===== config.mk =====
export PLATFORM = sky130hd
export DESIGN_NAME = adc_serial_slave
export DESIGN_NICKNAME = d
export VERILOG_FILES = /design/src/rtl/adc_port_pkg.sv /design/src/rtl/adc_pin_sync.sv /design/src/rtl/adc_frame_shift.sv /design/src/rtl/adc_conv_timer.sv /design/src/rtl/adc_serial_slave.sv
export SDC_FILE = /design/constraint.sdc
export NUM_CORES = 1
export LEC_CHECK = 0
export BUFFER_PORTS_ARGS = -buffer_cell sky130_fd_sc_hd__buf_2
export CAP_MARGIN = 0
export CORE_UTILIZATION = 40
export CTS_CLUSTER_SIZE = 40
export DETAILED_ROUTE_END_ITERATION = 12
export SYNTH_ARGS = -nofsm -noshare
export SYNTH_HDL_FRONTEND = slang
export SYNTH_SLANG_ARGS = --single-unit
export TNS_END_PERCENT = 30

===== constraint.sdc =====
create_clock -name clk -period 1.6 [get_ports clk]
set_input_delay 0 -clock clk [delete_from_list [all_inputs] [get_ports clk]]
set_output_delay 0 -clock clk [all_outputs]
set_load 0.1 [all_outputs]

===== src/rtl/adc_port_pkg.sv =====
package adc_port_pkg;
  localparam int WORD_W = 32;
  localparam int DATA_W = 30;
  localparam int CH_W   = 8;
  localparam int CFG_W  = 8;
  localparam int CNT_W  = $clog2(WORD_W) + 1;
  localparam logic [CNT_W-1:0] CNT_MAX = {CNT_W{1'b1}};

  typedef logic [WORD_W-1:0] word_t;
  typedef logic [DATA_W-1:0] data_t;
  typedef logic [CNT_W-1:0]  edge_cnt_t;
endpackage


===== src/rtl/adc_pin_sync.sv =====
module adc_pin_sync #(
  parameter int          W       = 1,
  parameter int          STAGES  = 2,
  parameter logic [W-1:0] RST_VAL = '0
) (
  input  logic         clk,
  input  logic         rst_n,
  input  logic [W-1:0] d_i,
  output logic [W-1:0] q_o
);
  logic [W-1:0] stage_q [STAGES];

  for (genvar s = 0; s < STAGES; s++) begin : g_stage
    logic [W-1:0] stage_d;
    if (s == 0) begin : g_first
      assign stage_d = d_i;
    end else begin : g_next
      assign stage_d = stage_q[s-1];
    end
    always_ff @(posedge clk or negedge rst_n) begin
      if (!rst_n) stage_q[s] <= RST_VAL;
      else        stage_q[s] <= stage_d;
    end
  end

  assign q_o = stage_q[STAGES-1];
endmodule


===== src/rtl/adc_frame_shift.sv =====
module adc_frame_shift
  import adc_port_pkg::*;
(
  input  logic            clk,
  input  logic            rst_n,
  input  logic            load_i,
  input  word_t           word_i,
  input  logic            clr_i,
  input  logic            rise_i,
  input  logic            fall_i,
  input  logic            sdi_i,
  output logic            sdo_bit_o,
  output edge_cnt_t       fall_cnt_o,
  output logic [CH_W-1:0] chan_sr_o,
  output logic [CFG_W-1:0] cfg_sr_o
);
  word_t            out_q, out_n;
  edge_cnt_t        cnt_q, cnt_n;
  logic [CH_W-1:0]  chan_q, chan_n;
  logic [CFG_W-1:0] cfg_q, cfg_n;

  always_comb begin
    out_n  = out_q;
    cnt_n  = cnt_q;
    chan_n = chan_q;
    cfg_n  = cfg_q;
    if (load_i)      out_n = word_i;
    else if (fall_i) out_n = {out_q[WORD_W-2:0], 1'b0};
    if (clr_i)                          cnt_n = '0;
    else if (fall_i && cnt_q != CNT_MAX) cnt_n = cnt_q + 1'b1;
    if (rise_i) begin
      if (cnt_q < edge_cnt_t'(CH_W))
        chan_n = {chan_q[CH_W-2:0], sdi_i};
      else if (cnt_q < edge_cnt_t'(CH_W + CFG_W))
        cfg_n = {cfg_q[CFG_W-2:0], sdi_i};
    end
  end

  always_ff @(posedge clk or negedge rst_n) begin
    if (!rst_n) begin
      out_q  <= '0;
      cnt_q  <= '0;
      chan_q <= '0;
      cfg_q  <= '0;
    end else begin
      out_q  <= out_n;
      cnt_q  <= cnt_n;
      chan_q <= chan_n;
      cfg_q  <= cfg_n;
    end
  end

  assign sdo_bit_o  = out_q[WORD_W-1];
  assign fall_cnt_o = cnt_q;
  assign chan_sr_o  = chan_q;
  assign cfg_sr_o   = cfg_q;
endmodule


===== src/rtl/adc_conv_timer.sv =====
module adc_conv_timer
  import adc_port_pkg::*;
#(
  parameter int CONV_CYCLES = 200
) (
  input  logic  clk,
  input  logic  rst_n,
  input  logic  start_i,
  input  data_t data_i,
  output logic  busy_o,
  output data_t result_o
);
  localparam int TW = $clog2(CONV_CYCLES + 1);
  localparam logic [TW-1:0] LOAD_VAL = TW'(CONV_CYCLES - 1);

  logic [TW-1:0] cnt_q, cnt_n;
  logic          busy_q, busy_n;
  data_t         res_q, res_n;

  always_comb begin
    cnt_n  = cnt_q;
    busy_n = busy_q;
    res_n  = res_q;
    if (start_i) begin
      cnt_n  = LOAD_VAL;
      busy_n = 1'b1;
    end else if (busy_q) begin
      if (cnt_q == '0) begin
        busy_n = 1'b0;
        res_n  = data_i;
      end else begin
        cnt_n = cnt_q - 1'b1;
      end
    end
  end

  always_ff @(posedge clk or negedge rst_n) begin
    if (!rst_n) begin
      cnt_q  <= '0;
      busy_q <= 1'b0;
      res_q  <= '0;
    end else begin
      cnt_q  <= cnt_n;
      busy_q <= busy_n;
      res_q  <= res_n;
    end
  end

  assign busy_o   = busy_q;
  assign result_o = res_q;
endmodule


===== src/rtl/adc_serial_slave.sv =====
module adc_serial_slave
  import adc_port_pkg::*;
#(
  parameter int CONV_CYCLES = 200,
  parameter int SYNC_STAGES = 2
) (
  input  logic              clk,
  input  logic              rst_n,
  input  logic              cs_n_i,
  input  logic              sck_i,
  input  logic              sdi_i,
  input  logic [DATA_W-1:0] conv_data_i,
  output logic              sdo_o,
  output logic              sdo_oe_o,
  output logic [CH_W-1:0]   chan_o,
  output logic [CFG_W-1:0]  cfg_o,
  output logic              busy_o
);
  logic [2:0] pins_s;
  logic       cs_s, sck_s, sdi_s;
  logic       cs_d, sck_d;
  logic       cs_rise, cs_fall, sck_rise, sck_fall;
  logic       sdo_bit;
  edge_cnt_t  fall_cnt;
  logic [CH_W-1:0]  chan_sr, chan_q, chan_n;
  logic [CFG_W-1:0] cfg_sr, cfg_q, cfg_n;
  logic       busy;
  data_t      result;
  word_t      out_word;

  adc_pin_sync #(.W(3), .STAGES(SYNC_STAGES), .RST_VAL(3'b100)) u_sync (
    .clk   (clk),
    .rst_n (rst_n),
    .d_i   ({cs_n_i, sck_i, sdi_i}),
    .q_o   (pins_s)
  );
  assign {cs_s, sck_s, sdi_s} = pins_s;

  always_ff @(posedge clk or negedge rst_n) begin
    if (!rst_n) begin
      cs_d  <= 1'b1;
      sck_d <= 1'b0;
    end else begin
      cs_d  <= cs_s;
      sck_d <= sck_s;
    end
  end

  assign cs_rise  = cs_s & ~cs_d;
  assign cs_fall  = ~cs_s & cs_d;
  assign sck_rise = ~cs_s & sck_s & ~sck_d;
  assign sck_fall = ~cs_s & ~sck_s & sck_d;
  assign out_word = {busy, 1'b0, result};

  adc_frame_shift u_shift (
    .clk        (clk),
    .rst_n      (rst_n),
    .load_i     (cs_fall),
    .word_i     (out_word),
    .clr_i      (cs_rise),
    .rise_i     (sck_rise),
    .fall_i     (sck_fall),
    .sdi_i      (sdi_s),
    .sdo_bit_o  (sdo_bit),
    .fall_cnt_o (fall_cnt),
    .chan_sr_o  (chan_sr),
    .cfg_sr_o   (cfg_sr)
  );

  always_comb begin
    chan_n = chan_q;
    cfg_n  = cfg_q;
    if (cs_rise && fall_cnt >= edge_cnt_t'(CH_W))          chan_n = chan_sr;
    if (cs_rise && fall_cnt >= edge_cnt_t'(CH_W + CFG_W))  cfg_n  = cfg_sr;
  end

  always_ff @(posedge clk or negedge rst_n) begin
    if (!rst_n) begin
      chan_q <= '0;
      cfg_q  <= '0;
    end else begin
      chan_q <= chan_n;
      cfg_q  <= cfg_n;
    end
  end

  adc_conv_timer #(.CONV_CYCLES(CONV_CYCLES)) u_timer (
    .clk      (clk),
    .rst_n    (rst_n),
    .start_i  (cs_rise),
    .data_i   (conv_data_i),
    .busy_o   (busy),
    .result_o (result)
  );

  assign sdo_oe_o = ~cs_s;
  assign sdo_o    = ~cs_s & sdo_bit;
  assign chan_o   = chan_q;
  assign cfg_o    = cfg_q;
  assign busy_o   = busy;
endmodule


After elaboration in Yosys (flattened, before gate mapping)

Cells that the tools add are included.

Bits in registers: 117
Bits of input ports: 35

Add/sub/neg operators: 2
$lt $le $gt $ge: 4
Equal/unequal tests: 2
Multiplexer cells: 10
Bitwise gates (word level): 13
Reductions and logical operators: 11

Operators by type and width:

| kind                  | number |
|---|---|
| $mux W32              | 2 |
| $mux W8               | 3 |
| $mux W6               | 2 |
| $logic_not A8 Y1      | 1 |
| $sub A8 B1 Y8 const B | 1 |
| $and A1 B1 Y1         | 7 |
| $add A6 B1 Y6 const B | 1 |
| $ge A6 B4 Y1 const B  | 1 |
| $ge A6 B5 Y1 const B  | 1 |
| $lt A6 B4 Y1 const B  | 1 |
| $lt A6 B5 Y1 const B  | 1 |
| $ne A6 B6 Y1 const B  | 1 |
| $not A1 Y1            | 6 |
| $reduce_and A3 Y1     | 2 |
| $reduce_bool A2 Y1    | 3 |
| $reduce_and A2 Y1     | 2 |
| $logic_and A1 B1 Y1   | 3 |
| $mux W1               | 3 |
| $ne A2 B2 Y1 const B  | 1 |

Longest topological paths before layout

Depth in word-level cells: 6
Mapped depth: 6
Gate-level depth less buffers: 5

By module

From an unflattened synthesis, not the netlist that was laid out.

Cells, all modules: 376
Area, all modules: 4,993.5 um^2

Modules (own cells, without submodules):

| module           | times used | cells each | area an instance (um^2) | seq. area each (um^2) |
|---|---|---|---|---|
| adc_frame_shift  | 1          | 211        | 2,416.1                 | 1,351.3 |
| adc_conv_timer   | 1          | 113        | 1,612.8                 | 975.9 |
| adc_serial_slave | 1          | 46         | 812.0                   | 451.7 |
| adc_pin_sync     | 1          | 6          | 152.6                   | 152.6 |

Worst setup path before layout

OpenSTA, ideal clock, no wires.

Kind: register to register
Start: register u_timer.busy_q, in the netlist u_timer.busy_o
End: register u_timer.cnt_q[5]
Arrival: 1.974 ns
Data required time: 1.522 ns
Slack: -0.452 ns
Cell stages (with the launch flop): 4
Clock period less this slack: 2.052 ns
Path through: dfrtp_1 -> or3b_1 -> or4_1 -> a21oi_1

Cells in the longest elaborated chain, start to end: 2

Ends and longest elaborated chain:

| item                         | line                 | RTL |
|---|---|---|
| start, declared              | adc_conv_timer.sv:17 | `logic busy_q, busy_n;` |
| start signal, assigned       | adc_conv_timer.sv:44 | `busy_q <= busy_n;` |
| $reduce_bool A2 Y1 (no line) | -                    |  |
| $reduce_and A2 Y1 (no line)  | -                    |  |
| end signal, assigned         | adc_conv_timer.sv:43 | `cnt_q <= cnt_n;` |
| end, declared                | adc_conv_timer.sv:16 | `logic [TW-1:0] cnt_q, cnt_n;` |

No other way between the ends.
A chain may end at the register's enable or synchronous reset.

Final worst setup path

Start: register u_timer.cnt_q[0]
End: register u_timer.cnt_q[1]

Cells in the longest elaborated chain, start to end: 4
Elaborated cells between the ends (all ways): 7
Those cells by class: add/sub (1); eq/ne (1); mux (3); reduce/logical (2)

Ends and longest elaborated chain:

| item          | line                 | RTL |
|---|---|---|
| $sub A8 B1 Y8 | adc_conv_timer.sv:32 | `cnt_n = cnt_q - 1'b1;` |
| $mux W8       | adc_conv_timer.sv:28 | `if (cnt_q == '0) begin` |
| $mux W8       | adc_conv_timer.sv:27 | `end else if (busy_q) begin` |
| $mux W8       | adc_conv_timer.sv:24 | `if (start_i) begin` |

Parallel ways exist; a longest one is shown, timed or not. The select of a mux whose other input is x is not followed.

==> flow_metrics.env <==
export IMPL_rsz0062_at_grt="true"
export IMPL_cts_sinks=117
export IMPL_outcome="finished, violations left"
export IMPL_core_sq_um=11600
export IMPL_finalCritPeriodShare_pct=103
export IMPL_synth_flop_cell="dfrtp_1"
export IMPL_end_kind="flop"
export IMPL_critical_path_arrival_ns=1.99
export IMPL_fillers=991
export IMPL_cellLeakagePower_nw=3.08
export IMPL_multi_input_area_sq_um=1920
export IMPL_grt_pass1_wl_um=16600
export IMPL_cts_tree="built"
export IMPL_synth_warning_count=0
export IMPL_wl_um=9470
export IMPL_drv_slew=0
export IMPL_drc=1
export IMPL_finClkSkew_ns=0.00683
export IMPL_layout_min_cycle_time_ns=1.65
export IMPL_dp_hpwl_um=5890
export IMPL_viasPerCell=5.10
export IMPL_final_util_pct=57.0
export IMPL_grt_pass1_vias=3577
export IMPL_ff_latch_area_sq_um=2940
export IMPL_clk_pin_slew_worst_paths_ns=0.05
export IMPL_num_rows=39
export IMPL_slew_headroom_pct=67.5
export IMPL_hp_class="input port to asynchronous set/reset pin"
export IMPL_hold_violations=0
export IMPL_grt_overflow=0
export IMPL_crit_required_ns=1.94
export IMPL_synth_cells=408
export IMPL_max_cap_viol_count=0
export IMPL_layout_drive_gt1_share_pct=38.4
export IMPL_setup_ws_ns=-0.0535
export IMPL_final_cell_mix="dfrtp_1, nand2_1, mux2_2"
export IMPL_synth_seq_area_share_pct=60.5
export IMPL_die_y_um=112
export IMPL_initialDrtViolationCount=194
export IMPL_track_usage_pct=16.7
export IMPL_peakVddDrop_v=0.000589
export IMPL_dieArea_sq_um=12500
export IMPL_drtPass1Iterations=9
export IMPL_via_count=3462
export IMPL_clockBufferDepth=2
export IMPL_p_per_area_nw_per_um2=1270
export IMPL_netlist_area_sq_um=4840
export IMPL_place_congestion=0.745
export IMPL_portBuffers=53
export IMPL_final_common_cell="dfrtp_1"
export IMPL_die_w_um=112
export IMPL_ys_ff_latch=117
export IMPL_nets=562
export IMPL_routedWlPerCell_um=14.0
export IMPL_start_util_pct=41.7
export IMPL_synth_async_reset_ratio_pct=100
export IMPL_stdcell_count=679
export IMPL_dp_cells=612
export IMPL_violations="design-rule violations, negative setup slack"
export IMPL_drtAntennaViolNets=0
export IMPL_worstSkewPairLatency_ns=0.40
export IMPL_area_growth_pct=36.7
export IMPL_synth_net_count=446
export IMPL_ios=54
export IMPL_worstSetupStartpointType="flop"
export IMPL_worstMarginPinSlew_ns=0.491
export IMPL_synth_edff_count=0
export IMPL_ff2ff_setup_slack_ns=-0.05
export IMPL_ys_types=44
export IMPL_grt_max_degree=47
export IMPL_worstSetupPathType="flop to flop"
export IMPL_fmax_mhz=605
export IMPL_cp_max_fo=3
export IMPL_h_tree_depth=4
export IMPL_antenna_cells=0
export IMPL_root_buffer="clkbuf_16"
export IMPL_synth_area_per_cell_sq_um=11.9
export IMPL_antenna_found_initial=0
export IMPL_final_setup_viol_count=33
export IMPL_numCtsBuffers=17
-- layout make-up --
type | instances | area share (%)
Multi-Input combinational cell | 263 | 29.0
Tap cell | 143 | 2.70
Clock buffer | 20 | 6.90
Clock inverter | 11 | 2.00
Timing Repair Buffer | 119 | 14.7
Sequential cell | 117 | 44.3
Inverter | 6 | 0.340
-- kinds of logic after synthesis --
group / share of synthesized area [%]
muxes: 15.7
DFF: 60.5
and+or+nand+nor: 14.2
buffers and inverters: 2.30
adders and majority gates: 0.775
AOI/OAI and AO/OA: 6.54
-- metrics by stage --
| stage | worst slack [ns] | TNS [ns] | cell area, sq um | hold slack, ns | power (mW) |
|---|---|---|---|---|---|
| CTS | -0.0240 | -0.538 | 6540 | 0.0808 | 8.38 |
| floorplan | -0.0562 | -1.44 | 4870 | -0.296 | 4.10 |
| finish | -0.0535 | -0.783 | 6620 | 0.0828 | 8.38 |
| detailed placement | -0.134 | -3.96 | 5570 | -0.0265 | 4.50 |
| global placement | -0.0781 | -2.35 | 5570 | -0.0265 | 4.45 |
| global route | -0.131 | -3.88 | 6620 | 0.128 | 8.79 |
-- flip-flops by register name (all words and copies together), names as in the netlist --
name	count
u_shift.chan_sr_o	8
cs_d	1
u_shift.fall_cnt_o	6
u_timer.result_o	30
u_sync.g_stage.stage_d	3
cfg_o	8
chan_o	8
u_shift.cfg_sr_o	8
u_sync.q_o	3
u_shift.out_q	32
u_timer.busy_o	1
u_timer.cnt_q	8
sck_d	1
-- report_power, final --
group	internal (mW)	switching (mW)	total (mW)
combinational	0.594	0.479	1.07
clock	2.50	1.25	3.75
sequential	3.31	0.257	3.56
total	6.40	1.99	8.38
-- worst max-delay path, stage by stage (launching register included) --
cell and delay, ns:
dfrtp_1 0.38, inv_2 0.08, ha_4 0.14, or4b_2 0.65, o2111ai_2 0.19, o31a_1 0.15
-- final timing paths --
path                                              startpoint                            to  cells after the start
worst max-delay path                        u_timer.cnt_q[0]              u_timer.cnt_q[1]                      5
worst min-delay path                                   rst_n                      cfg_o[5]                      2
worst max register to register              u_timer.cnt_q[0]              u_timer.cnt_q[1]                      5
worst min register to register  u_sync.g_stage[1].stage_d[0]                 u_sync.q_o[0]                      0
max in group asynchronous                              rst_n  u_sync.g_stage[1].stage_d[2]                      3
min in group clk                                       sck_i  u_sync.g_stage[1].stage_d[1]                      2
-- what timing repair did --
action,4_1_cts,5_1_grt
hold buffers,34,0
hold endpoints to repair,147,0
setup buffers,2,0
cloned,0,0
gates resized for setup,7,19
pin swaps,2,5
setup endpoints to repair,46,82
-- routing by layer --
metal	track usage, %	vias to the layer above	wire [um]
met4	7.20	0	123
met5	0	-	0
met2	26.2	75	4620
met1	22.2	1719	4360
li1	-	1657	-
met3	4.37	11	371
-- Yosys cell counts, types with 2 or more instances --
| cell type | instances | share of area (%) |
|---|---|---|
| a21oi_1 | 6 | 0.62 |
| nor2_1 | 38 | 2.9 |
| dfstp_2 | 3 | 1.6 |
| buf_2 | 4 | 0.41 |
| o21ai_0 | 3 | 0.31 |
| or3_1 | 2 | 0.26 |
| ha_1 | 3 | 0.78 |
| mux2_2 | 62 | 14 |
| a211oi_1 | 2 | 0.31 |
| nor3_1 | 5 | 0.52 |
| a41oi_1 | 2 | 0.36 |
| a31oi_1 | 30 | 3.9 |
| and4_1 | 2 | 0.36 |
| nor4_1 | 2 | 0.26 |
| nand3_1 | 5 | 0.52 |
| nand2b_1 | 2 | 0.26 |
| mux2i_1 | 6 | 1.2 |
| nand3b_1 | 2 | 0.31 |
| nand2_1 | 68 | 5.3 |
| clkbuf_1 | 17 | 1.3 |
| nor2b_1 | 2 | 0.26 |
| inv_1 | 6 | 0.47 |
| nor2_2 | 2 | 0.26 |
| dfrtp_1 | 114 | 59 |
Power figures use the tool's default switching activity.
